File: src/rtl/wred_pkg.sv
package wred_pkg;
  typedef enum logic [1:0] {
    ZONE_CLEAR = 2'd0,
    ZONE_MID   = 2'd1,
    ZONE_HIGH  = 2'd2
  } zone_e;
endpackage

File: src/rtl/wred_lfsr.sv
module wred_lfsr #(
  parameter int               W    = 16,
  parameter logic [W-1:0]     TAPS = 16'hB400,
  parameter logic [W-1:0]     SEED = 16'hACE1
) (
  input  logic         clk,
  input  logic         rst_n,
  input  logic         adv,
  output logic [W-1:0] state
);
  logic [W-1:0] nxt;

  always_comb begin
    nxt = state >> 1;
    if (state[0]) nxt = nxt ^ TAPS;
  end

  always_ff @(posedge clk or negedge rst_n) begin
    if (!rst_n)   state <= SEED;
    else if (adv) state <= nxt;
  end

  // a maximal-length register never reaches the all-zero lock state
  assert_lfsr_nonzero_R9: assert property (@(posedge clk) disable iff (!rst_n)
    state != '0);
  // the state holds still on cycles with no arrival
  assert_lfsr_idle_hold_R9: assert property (@(posedge clk) disable iff (!rst_n)
    !adv |=> $stable(state));
endmodule

File: src/rtl/wred_zone_cmp.sv
module wred_zone_cmp
  import wred_pkg::*;
#(
  parameter int OCC_W      = 16,
  parameter int THR_W      = 8,
  parameter int GRAN_SHIFT = 4
) (
  input  logic [OCC_W-1:0] occ,
  input  logic [THR_W-1:0] thr_lo,
  input  logic [THR_W-1:0] thr_hi,
  output zone_e            zone
);
  localparam int TG_W = THR_W + GRAN_SHIFT;
  localparam int CW   = (OCC_W > TG_W) ? OCC_W : TG_W;

  logic [CW-1:0] occ_x, lo_g, hi_g;

  assign occ_x = CW'(occ);
  assign lo_g  = CW'({thr_lo, {GRAN_SHIFT{1'b0}}});
  assign hi_g  = CW'({thr_hi, {GRAN_SHIFT{1'b0}}});

  // Upper rule is tested first, so it wins even when thr_hi < thr_lo
  always_comb begin
    if (occ_x > hi_g)      zone = ZONE_HIGH;
    else if (occ_x > lo_g) zone = ZONE_MID;
    else                   zone = ZONE_CLEAR;
  end
endmodule

File: src/rtl/wred_pct_sel.sv
module wred_pct_sel
  import wred_pkg::*;
#(
  parameter int PCT_W = 7,
  parameter int PCT_MAX = 100
) (
  input  zone_e            zone,
  input  logic             high_drop,
  input  logic [PCT_W-1:0] pct_mid_hd,
  input  logic [PCT_W-1:0] pct_mid_ld,
  input  logic [PCT_W-1:0] pct_top_ld,
  output logic             force_drop,
  output logic [PCT_W-1:0] pct_eff
);
  logic [PCT_W-1:0] raw;

  always_comb begin
    force_drop = 1'b0;
    raw        = '0;
    unique case (zone)
      ZONE_MID:  raw = high_drop ? pct_mid_hd : pct_mid_ld;
      ZONE_HIGH: begin
        if (high_drop) force_drop = 1'b1;
        else           raw        = pct_top_ld;
      end
      default:   raw = '0;
    endcase
  end

  assign pct_eff = (raw > PCT_W'(PCT_MAX)) ? PCT_W'(PCT_MAX) : raw;
endmodule

File: src/rtl/wred_admit.sv
module wred_admit
  import wred_pkg::*;
#(
  parameter int OCC_W      = 16,
  parameter int THR_W      = 8,
  parameter int PCT_W      = 7,
  parameter int GRAN_SHIFT = 4,
  parameter int RND_W      = 16
) (
  input  logic             clk,
  input  logic             rst_n,
  input  logic [OCC_W-1:0] occ_level,
  input  logic             arr_valid,
  input  logic             arr_high_drop,
  input  logic [THR_W-1:0] thr_lo,
  input  logic [THR_W-1:0] thr_hi,
  input  logic [PCT_W-1:0] pct_mid_hd,
  input  logic [PCT_W-1:0] pct_mid_ld,
  input  logic [PCT_W-1:0] pct_top_ld,
  output logic             verdict_valid,
  output logic             verdict_drop
);
  localparam int PROD_W = RND_W + PCT_W;

  zone_e             zone;
  logic              force_drop;
  logic [PCT_W-1:0]  pct_eff;
  logic [RND_W-1:0]  rnd;
  logic [PROD_W-1:0] prod;
  logic [PCT_W-1:0]  scaled;
  logic              drop_d;

  wred_lfsr #(.W(RND_W)) u_lfsr (
    .clk(clk), .rst_n(rst_n), .adv(arr_valid), .state(rnd)
  );

  wred_zone_cmp #(.OCC_W(OCC_W), .THR_W(THR_W), .GRAN_SHIFT(GRAN_SHIFT)) u_zone (
    .occ(occ_level), .thr_lo(thr_lo), .thr_hi(thr_hi), .zone(zone)
  );

  wred_pct_sel #(.PCT_W(PCT_W)) u_sel (
    .zone(zone), .high_drop(arr_high_drop),
    .pct_mid_hd(pct_mid_hd), .pct_mid_ld(pct_mid_ld), .pct_top_ld(pct_top_ld),
    .force_drop(force_drop), .pct_eff(pct_eff)
  );

  // Map the random word onto 0..99 by multiply and take the top bits
  assign prod   = PROD_W'(rnd) * PROD_W'(100);
  assign scaled = PCT_W'(prod >> RND_W);
  assign drop_d = force_drop || (scaled < pct_eff);

  always_ff @(posedge clk or negedge rst_n) begin
    if (!rst_n) begin
      verdict_valid <= 1'b0;
      verdict_drop  <= 1'b0;
    end else begin
      verdict_valid <= arr_valid;
      verdict_drop  <= arr_valid & drop_d;
    end
  end

  // one verdict pulse per arrival, one clock later
  assert_verdict_follows_R10: assert property (@(posedge clk) disable iff (!rst_n)
    arr_valid |=> verdict_valid);
  assert_verdict_quiet_R10: assert property (@(posedge clk) disable iff (!rst_n)
    !arr_valid |=> !verdict_valid);
  // the clear zone never discards
  assert_clear_admits_R2: assert property (@(posedge clk) disable iff (!rst_n)
    (arr_valid && zone == ZONE_CLEAR) |=> !verdict_drop);
  // high-drop frames above the upper threshold always go
  assert_top_hd_drops_R5: assert property (@(posedge clk) disable iff (!rst_n)
    (arr_valid && zone == ZONE_HIGH && arr_high_drop) |=> verdict_drop);
  // saturated percentage always discards, zero never does
  assert_pct_full_R8: assert property (@(posedge clk) disable iff (!rst_n)
    (arr_valid && pct_eff == PCT_W'(100)) |=> verdict_drop);
  assert_pct_zero_R8: assert property (@(posedge clk) disable iff (!rst_n)
    (arr_valid && !force_drop && pct_eff == '0) |=> !verdict_drop);
endmodule

File: config.mk
export PLATFORM = sky130hd
export DESIGN_NAME = wred_admit
export DESIGN_NICKNAME = d
export VERILOG_FILES = /design/src/rtl/wred_pkg.sv /design/src/rtl/wred_lfsr.sv /design/src/rtl/wred_zone_cmp.sv /design/src/rtl/wred_pct_sel.sv /design/src/rtl/wred_admit.sv
export SDC_FILE = /design/constraint.sdc
export NUM_CORES = 1
export LEC_CHECK = 0
export ABC_AREA = 0
export BUFFER_PORTS_ARGS = -buffer_cell sky130_fd_sc_hd__clkbuf_2
export CORE_ASPECT_RATIO = 1.1
export CORE_UTILIZATION = 46
export CTS_CLUSTER_SIZE = 20
export DETAILED_ROUTE_END_ITERATION = 8
export PLACE_DENSITY = 0.69
export SLEW_MARGIN = 20
export SYNTH_ARGS = -nofsm -noshare
export SYNTH_HDL_FRONTEND = slang
export SYNTH_SLANG_ARGS = --single-unit
File: constraint.sdc
create_clock -name clk -period 11 [get_ports clk]
set_input_delay 1.65 -clock clk [delete_from_list [all_inputs] [get_ports clk]]
set_output_delay 1.65 -clock clk [all_outputs]
set_load 0.005 [all_outputs]
* After elaboration in Yosys (flattened, before gate mapping)
Index checks and enable logic that the tools add are counted.
Word-level totals: register bits after elaboration 18, bits of input ports 57
Cells by class: reductions and logical operators 1, bitwise gates (word level) 2, eq/ne operators 2, $mul 1, order comparisons 4, mux-type cells 9
Operators by type and width (number):
- > comparator 16 x 12 -> 1 bit | 2
- multiplier 16 x 5 -> 21 bit, second input constant | 1
- two-way mux 7 bit | 3
- two-way mux 16 bit | 1
- case mux 7 bit (2 select lines) | 1
- > comparator 7 bit, second input constant | 1
- < comparator 7 bit | 1
- NOT 3 -> 4 bit | 1
- two-way mux 1 bit | 3
- equality test 2 x 1 -> 1 bit, second input constant | 1
- equality test 2 bit, second input constant | 1
- two-way mux 2 bit | 1
- bitwise AND 1 bit | 1
- logical OR 1 bit | 1

* Depth between registers and ports, before layout
Gate-level depths: netlist of run 1.
word-level depth 10, depth in mapped cells 19

* Hierarchy
From an unflattened synthesis of run 1, not the netlist that was laid out.
Unflattened totals: cells, all modules 325, area total of the unflattened synthesis 3069.2 um^2
Modules (own cells, without submodules):
- wred_admit | cells an instance 177, times used 1, seq. area each 50.0 um^2, area each 1567.8 um^2
- wred_lfsr | cells an instance 53, times used 1, seq. area each 410.4 um^2, area each 753.2 um^2
- wred_zone_cmp | cells an instance 57, times used 1, seq. area each 0.0 um^2, area each 427.9 um^2
- wred_pct_sel | cells an instance 38, times used 1, seq. area each 0.0 um^2, area each 320.3 um^2

* Worst setup path before layout of run 1
OpenSTA, ideal clock, no wires.
path type flip-flop to flip-flop, from register u_lfsr.state[7], to register verdict_drop, slack 6.646 ns, arrival 4.234 ns, path buffers 0, clock period less this slack 4.354 ns, cell stages (with the launch flop) 20, data required time 10.880 ns, cell sequence dfstp_2 ha_1 ha_1 inv_1 fa_1 inv_1 ha_1 a21o_1 a21o_1 a221oi_2 o21ba_2 o21ai_1 o41ai_1 o21ba_1 xnor2_1 ha_1 nand4_1 a21oi_1 o211ai_1 a41o_1
Between the ends: word-level cells in the longest chain between the ends 4
Ends and longest elaborated chain:
- start, declared | RTL line wred_lfsr.sv:9 | output logic [W-1:0] state
- start signal, assigned | RTL line wred_lfsr.sv:20 | else if (adv) state <= nxt;
- multiplier 16 x 5 -> 21 bit | RTL line wred_admit.sv:48 | assign prod = PROD_W'(rnd) * PROD_W'(100);
- < comparator 7 bit | RTL line wred_admit.sv:50 | assign drop_d = force_drop || (scaled < pct_eff);
- logical OR 1 bit | RTL line wred_admit.sv:50
- bitwise AND 1 bit | RTL line wred_admit.sv:58 | verdict_drop <= arr_valid & drop_d;
- end signal, assigned | RTL line wred_admit.sv:58
- end, declared | RTL line wred_admit.sv:21 | output logic verdict_drop
No other way between the ends. A chain may end at the register's enable or synchronous reset.

* Worst setup path after layout of run 1
Ends and elaborated chain as after synthesis.

==> results of run 1 <==
[where the power goes]
part	internal, mW	switching [mW]	total [mW]	leakage, nW
combinational	0.356	0.390	0.746	1.58
sequential	0.0987	0.0351	0.134	0.207
clock	0.0317	0.0207	0.0525	0.0288
[Yosys cell counts, types with 2 or more instances]
library cell / n
a211oi_1: 2
a21o_1: 5
a21oi_1: 11
a22oi_1: 5
a31oi_1: 3
a41o_1: 2
buf_2: 2
clkbuf_1: 4
dfrtp_1: 10
dfstp_2: 8
fa_1: 10
ha_1: 72
inv_1: 76
mux2_2: 6
nand2_1: 13
nand2b_1: 3
nand3_1: 7
nand4_1: 7
nor2_1: 12
nor2b_1: 3
nor3_1: 5
o211ai_1: 4
o21ai_0: 12
o21ai_1: 4
o41ai_1: 2
or2_1: 2
xnor2_1: 8
xor2_1: 2
[metal layers]
metal	up-vias	global-route usage (%)
li1	1201	-
met4	0	1.573
met1	1019	23.84
met3	2	2.077
met5	-	0
met2	52	32.64
[area by class of cell]
type | instances | area share [%]
tap | 77 | 3.014
clock buffer | 4 | 1.722
inverter | 76 | 8.924
multi-input combinational | 218 | 62.86
sequential | 18 | 14.40
timing repair buffer | 58 | 9.080
[worst reg2reg max path, cell delays in order (launching register included)]
cell,delay [ps]
dfstp_2,560
ha_1,240
ha_1,280
inv_1,50
fa_1,490
inv_1,40
ha_1,310
a21o_1,170
a21o_1,180
a221oi_2,330
o21ba_2,210
o21ai_1,100
o41ai_1,440
o21ba_1,200
xnor2_1,70
ha_1,290
nand4_1,100
a21oi_1,160
o211ai_1,110
a41o_1,230
[path summary, 6_finish.rpt]
path / start / endpoint / slack (ps) / cells after the start
setup reg to reg: u_lfsr.state[7] / verdict_drop / 6330 / 19
hold reg to reg: u_lfsr.state[7] / u_lfsr.state[6] / 520 / 2
max in group asynchronous: rst_n / u_lfsr.state[15] / 9350 / 1
min in group asynchronous: rst_n / u_lfsr.state[2] / 1320 / 1
hold / removal: u_lfsr.state[7] / u_lfsr.state[6] / 520 / 2
setup / recovery: u_lfsr.state[7] / verdict_drop / 6330 / 19
[sequential cells by signal, summed over array words and instances (netlist names)]
signal	cells
verdict_valid	1
verdict_drop	1
u_lfsr.state	16
[kinds of logic after synthesis]
kind of cell	Yosys count	synth area share (%)
simple gates	58	10.97
compound gates	61	15.55
mux	7	2.966
fa+ha+maj	82	39.55
flops	18	16.54
buf+inv	83	11.28
xor+xnor	10	3.146
[metrics by stage]
stage,hold WS [ps],area [um2]
final,516.7,3197
after global routing,527.7,3197
after CTS,517.8,3197
after detailed placement,509.3,3142
after global placement,514.9,3142
after floorplan,479.7,2784
[placed cells by master, fill, tap and decap left out, types with 8 or more instances in the layout]
cell / synthesis / final
a21oi_1: 11 / 11
clkbuf_2: 0 / 58
dfrtp_1: 10 / 10
dfstp_2: 8 / 8
fa_1: 10 / 10
ha_1: 72 / 72
inv_1: 76 / 76
nand2_1: 13 / 13
nor2_1: 12 / 12
o21ai_0: 12 / 12
xnor2_1: 8 / 8
==> results_dict.tcl, run 1 <==
set metrics [dict create \
    leakage_nw 1.817 \
    rsz0062_at_grt "no" \
    path_buf_inv 2 \
    cts_hold_buf 0 \
    num_rows 29 \
    cpLargestDelayFamily "compound AO/OA/AOI/OAI gates" \
    required_ps 11140 \
    yosys_register_bits 18 \
    diodes 0 \
    cts_setup_buffers 0 \
    finalCoreUtilization_pct 55.06 \
    die_x_um 76.18 \
    synth_area_um2 2784 \
    path_common_cell "ha_1" \
    syn_avg_cell_area_um2 8.727 \
    tritoncts "built" \
    fillers 546 \
    setup_ws_ps 6330 \
    power_density_nw_per_um2 291.6 \
    synthCells 319 \
    grt_max_degree 30 \
    worst_pin_slew_ps 690.1 \
    clk_pin_slew_worst_paths_ps 70 \
    async_flop_share_pct 100.0 \
    crit_path_max_incr_delay_ps 560 \
    status "complete, no violations" \
    fin_cells 451 \
    finalCritPeriodShare_pct 42.46 \
    crit_type "reg2reg" \
    finalSetupTns_ps 0 \
    syn2layout_area_growth_pct 14.83 \
    multiInputGateArea_um2 2009 \
    start_kind "flop" \
    endpoint_kind "flop" \
    finalSetupViolations 0 \
    dpl.hpwl_um 4671 \
    ctsRootBufferMaster "clkbuf_8" \
    cts_buffers 3 \
    syn_nets 458 \
    path_cells "ha_1 -> ha_1 -> inv_1 -> fa_1 -> inv_1 -> ha_1 -> a21o_1 -> a21o_1 -> a221oi_2 -> o21ba_2 -> o21ai_1 -> o41ai_1 -> o21ba_1 -> xnor2_1 -> ha_1 -> nand4_1 -> a21oi_1 -> o211ai_1 -> a41o_1" \
    grt_pass1_wl_um 9597 \
    dieHeight_um 83.59 \
    core_area_um2 5806 \
    io_buffer_count 58 \
    power_mw 0.9322 \
    boundaryPins 59 \
    htreeDepth 1 \
    track_usage_pct 18.03 \
    yosys_warnings 0 \
    die_area_um2 6367 \
    skew_ps 1.568 \
    slowest_stage "dfstp_2" \
    clk_path_buf_depth 2 \
    fin_crit_ps 4670 \
    relSlewSlack_pct 53.98 \
    drive_gt1_share_pct 22.99 \
    synth_area_leader_cell "ha_1" \
    firstDrtPassIters 4 \
    top_layer_used "met4" \
    synth_ff_type "dfrtp_1" \
    grt_pass1_vias 2316 \
    cp_max_fo 4 \
    drv_cap 0 \
    met1Wirelength_um 2593 \
    yosysTopAreaCellShare_pct 32.36 \
    ctsResizeCount 0 \
    gr-total-overflow 0 \
    initial_core_util_pct 47.95 \
    met2_length_um 2476 \
    place_inst 447 \
    drt-initial-drc-count 70 \
    synth-edff-count 0 \
    routabilityCongestion 0.7854 \
    ir_worst_vdd_uv 136.2 \
    ys_top_cells_by_area "ha_1 (32%), inv_1 (10%), dfrtp_1 (9.0%)" \
    yosysUniqueCellTypes 47 \
    vias_per_cell 5.042 \
    fmax_mhz 214.1 \
    drt_wl_total_um 5250 \
    hold_path.class "reg2reg" \
    place_ws_ps 6305 \
    slew_violations 0 \
    ys_seq_area_share_pct 16.54 \
    dr_wl_met3_um 165 \
    cp.arrival_ps 4810 \
    wire_per_inst_um 11.64 \
    ant_nets 0 \
    via_count 2274 \
    final-seq-area_um2 460.4 \
    finalNetCount 514 \
    clkLatencyLatePin_ps 250 \
    cts.sinks 18 \
    post-route-drc-count 0 \
    finalHoldViolations 0 \
    grt_antenna_before_repair 0 \
]
No activity file was read; power rests on OpenSTA's default activity.
==> inputs of run 2 (changes only) <==
--- a/config.mk
+++ b/config.mk
@@ -11,7 +11,7 @@
 export CORE_UTILIZATION = 46
 export CTS_CLUSTER_SIZE = 20
 export DETAILED_ROUTE_END_ITERATION = 8
-export PLACE_DENSITY = 0.69
+export PLACE_DENSITY = 0.72
 export SLEW_MARGIN = 20
 export SYNTH_ARGS = -nofsm -noshare
 export SYNTH_HDL_FRONTEND = slang
==> constraint.sdc (replaced) <==
create_clock -name clk -period 4.13 [get_ports clk]
set_input_delay 0.6195 -clock clk [delete_from_list [all_inputs] [get_ports clk]]
set_output_delay 0.6195 -clock clk [all_outputs]
set_load 0.005 [all_outputs]
==> run 2 against run 1 <==
Against the previous run: the run now ends with setup timing left; first-iteration DRC count shrank 30%; core utilization grew 4.1 points; wire length grew 5.8%; design area grew 7.5%; critical path depth is the same; clock power grew to 2.8 times the previous value; via count grew 5.5%; critical path type unchanged; largest cell class unchanged.
==> results_dict.tcl, run 2 (synthesized netlist as in run 1, its figures left out) <==
set metrics [dict create \
    dieHeight_um 83.59 \
    syn2layout_area_growth_pct 23.46 \
    fmax_mhz 235.5 \
    setup_ws_ps -115.9 \
    finalSetupViolations 1 \
    drt-initial-drc-count 49 \
    track_usage_pct 18.85 \
    relSlewSlack_pct 51.75 \
    num_rows 29 \
    ir_worst_vdd_uv 390.5 \
    place_inst 460 \
    largest_register_ffs 16 \
    core_area_um2 5806 \
    finalCritPeriodShare_pct 102.8 \
    required_ps 4330 \
    power_density_nw_per_um2 844.2 \
    reg_top3 "u_lfsr.state (16), verdict_drop (1), verdict_valid (1)" \
    grt_max_degree 30 \
    ant_nets 0 \
    final_cell_mix "inv_1 (74), ha_1 (64), clkbuf_2 (58), buf_4 (16), nand2_1 (13)" \
    placed_area_um2 3251 \
    dpl.hpwl_um 4731 \
    regMostFlops "u_lfsr.state" \
    final_common_cell "inv_1" \
    die_x_um 76.18 \
    drv_cap 0 \
    cts_buffers 3 \
    grt_antenna_before_repair 0 \
    clk_pin_slew_worst_paths_ps 70 \
    via_count 2399 \
    cp.arrival_ps 4450 \
    boundaryPins 59 \
    start_kind "flop" \
    fin_cells 467 \
    vias_per_cell 5.137 \
    gr-total-overflow 0 \
    drive_gt1_share_pct 30.51 \
    grt_pass1_wl_um 9873 \
    die_area_um2 6367 \
    htreeDepth 1 \
    cts.sinks 18 \
    drt_wl_total_um 5555 \
    finalHoldViolations 0 \
    leakage_nw 1.897 \
    status "finished with violations" \
    hold_path.class "in2async" \
    skew_ps 2.273 \
    clkLatencyLatePin_ps 260 \
    endpoint_kind "flop" \
    initial_core_util_pct 47.95 \
    cp_max_fo 3 \
    tritoncts "built" \
    clk_path_buf_depth 2 \
    fin_area_um2 3437 \
    firstDrtPassIters 4 \
    post-route-drc-count 0 \
    rsz0062_at_grt "yes" \
    crit_type "reg2reg" \
    diodes 0 \
    fin_crit_ps 4246 \
    ctsRootBufferMaster "clkbuf_8" \
    slew_violations 0 \
    io_buffer_count 58 \
    cts_hold_buf 0 \
    grt_pass1_vias 2360 \
    wire_per_inst_um 11.90 \
    finalNetCount 530 \
    routabilityCongestion 0.7841 \
    worst_pin_slew_ps 723.7 \
    violations "setup timing" \
]
[run 2: per-layer routing]
layer / track usage, % / part of all wire (%)
met1: 23.89 / 48
met5: 0 / 0
met4: 3.147 / 0.45
met3: 2.623 / 4.2
met2: 34.30 / 48
[run 2: path summary, 6_finish.rpt]
path | startpoint | endpoint | slack (ps) | cells past startpoint
setup / recovery | u_lfsr.state[7] | verdict_drop | -120 | 19
hold / removal | rst_n | u_lfsr.state[3] | 300 | 1
setup reg to reg | u_lfsr.state[7] | verdict_drop | -120 | 19
hold reg to reg | u_lfsr.state[15] | u_lfsr.state[14] | 550 | 2
max in group asynchronous | rst_n | u_lfsr.state[0] | 3500 | 1
min in group clk | u_lfsr.state[15] | u_lfsr.state[14] | 550 | 2
[run 2: cell type report]
cell class,instances,area [um2]
Fill cell,529,2369
Multi-Input combinational cell,218,2130
Sequential cell,18,460.4
Timing Repair Buffer,74,410.4
Inverter,76,285.3
Tap cell,77,96.34
Clock buffer,4,55.05
[run 2: per-stage QoR]
step	setup WS, ps	power, mW	util, %	hold slack (ps)	TNS, ps
6_report	-115.9	2.902	59.20	296.9	-115.9
5_1_grt	-368.0	3.338	59.20	319.7	-368.0
4_1_cts	-182.1	2.883	58.94	307.0	-182.1
3_5_place_dp	-301.5	2.538	55.99	541.4	-301.5
3_3_place_gp	-205.3	2.456	55.99	531.7	-205.3
2_1_floorplan	-118.2	1.962	-	323.9	-118.2
[run 2: worst max-delay path: stages (launching register included)]
cell and delay (ps):
dfstp_2 590, ha_4 220, ha_4 260, inv_2 40, fa_1 500, inv_2 50
ha_4 210, a21o_1 150, a21o_1 160, a221oi_2 300, o21ba_2 210, o21ai_2 70
or2_1 250, a21oi_2 150, xnor2_1 130, ha_1 260, a21o_1 160, a21o_1 170
a21oi_1 140, a41o_1 170
[run 2: where the power goes]
group          internal, mW  leakage (nW)  switching, mW
sequential            0.262         0.207         0.0717
clock                0.0849        0.0288         0.0616
combinational          1.21          1.66           1.22
[run 2: what timing repair did]
action                                  in CTS  in global routing
endpoints found under the setup margin       1                  1
resized for setup                           13                  2
pin swaps                                   19                  4
endpoints found under the hold margin        0                  0
buffers inserted                             2                  1
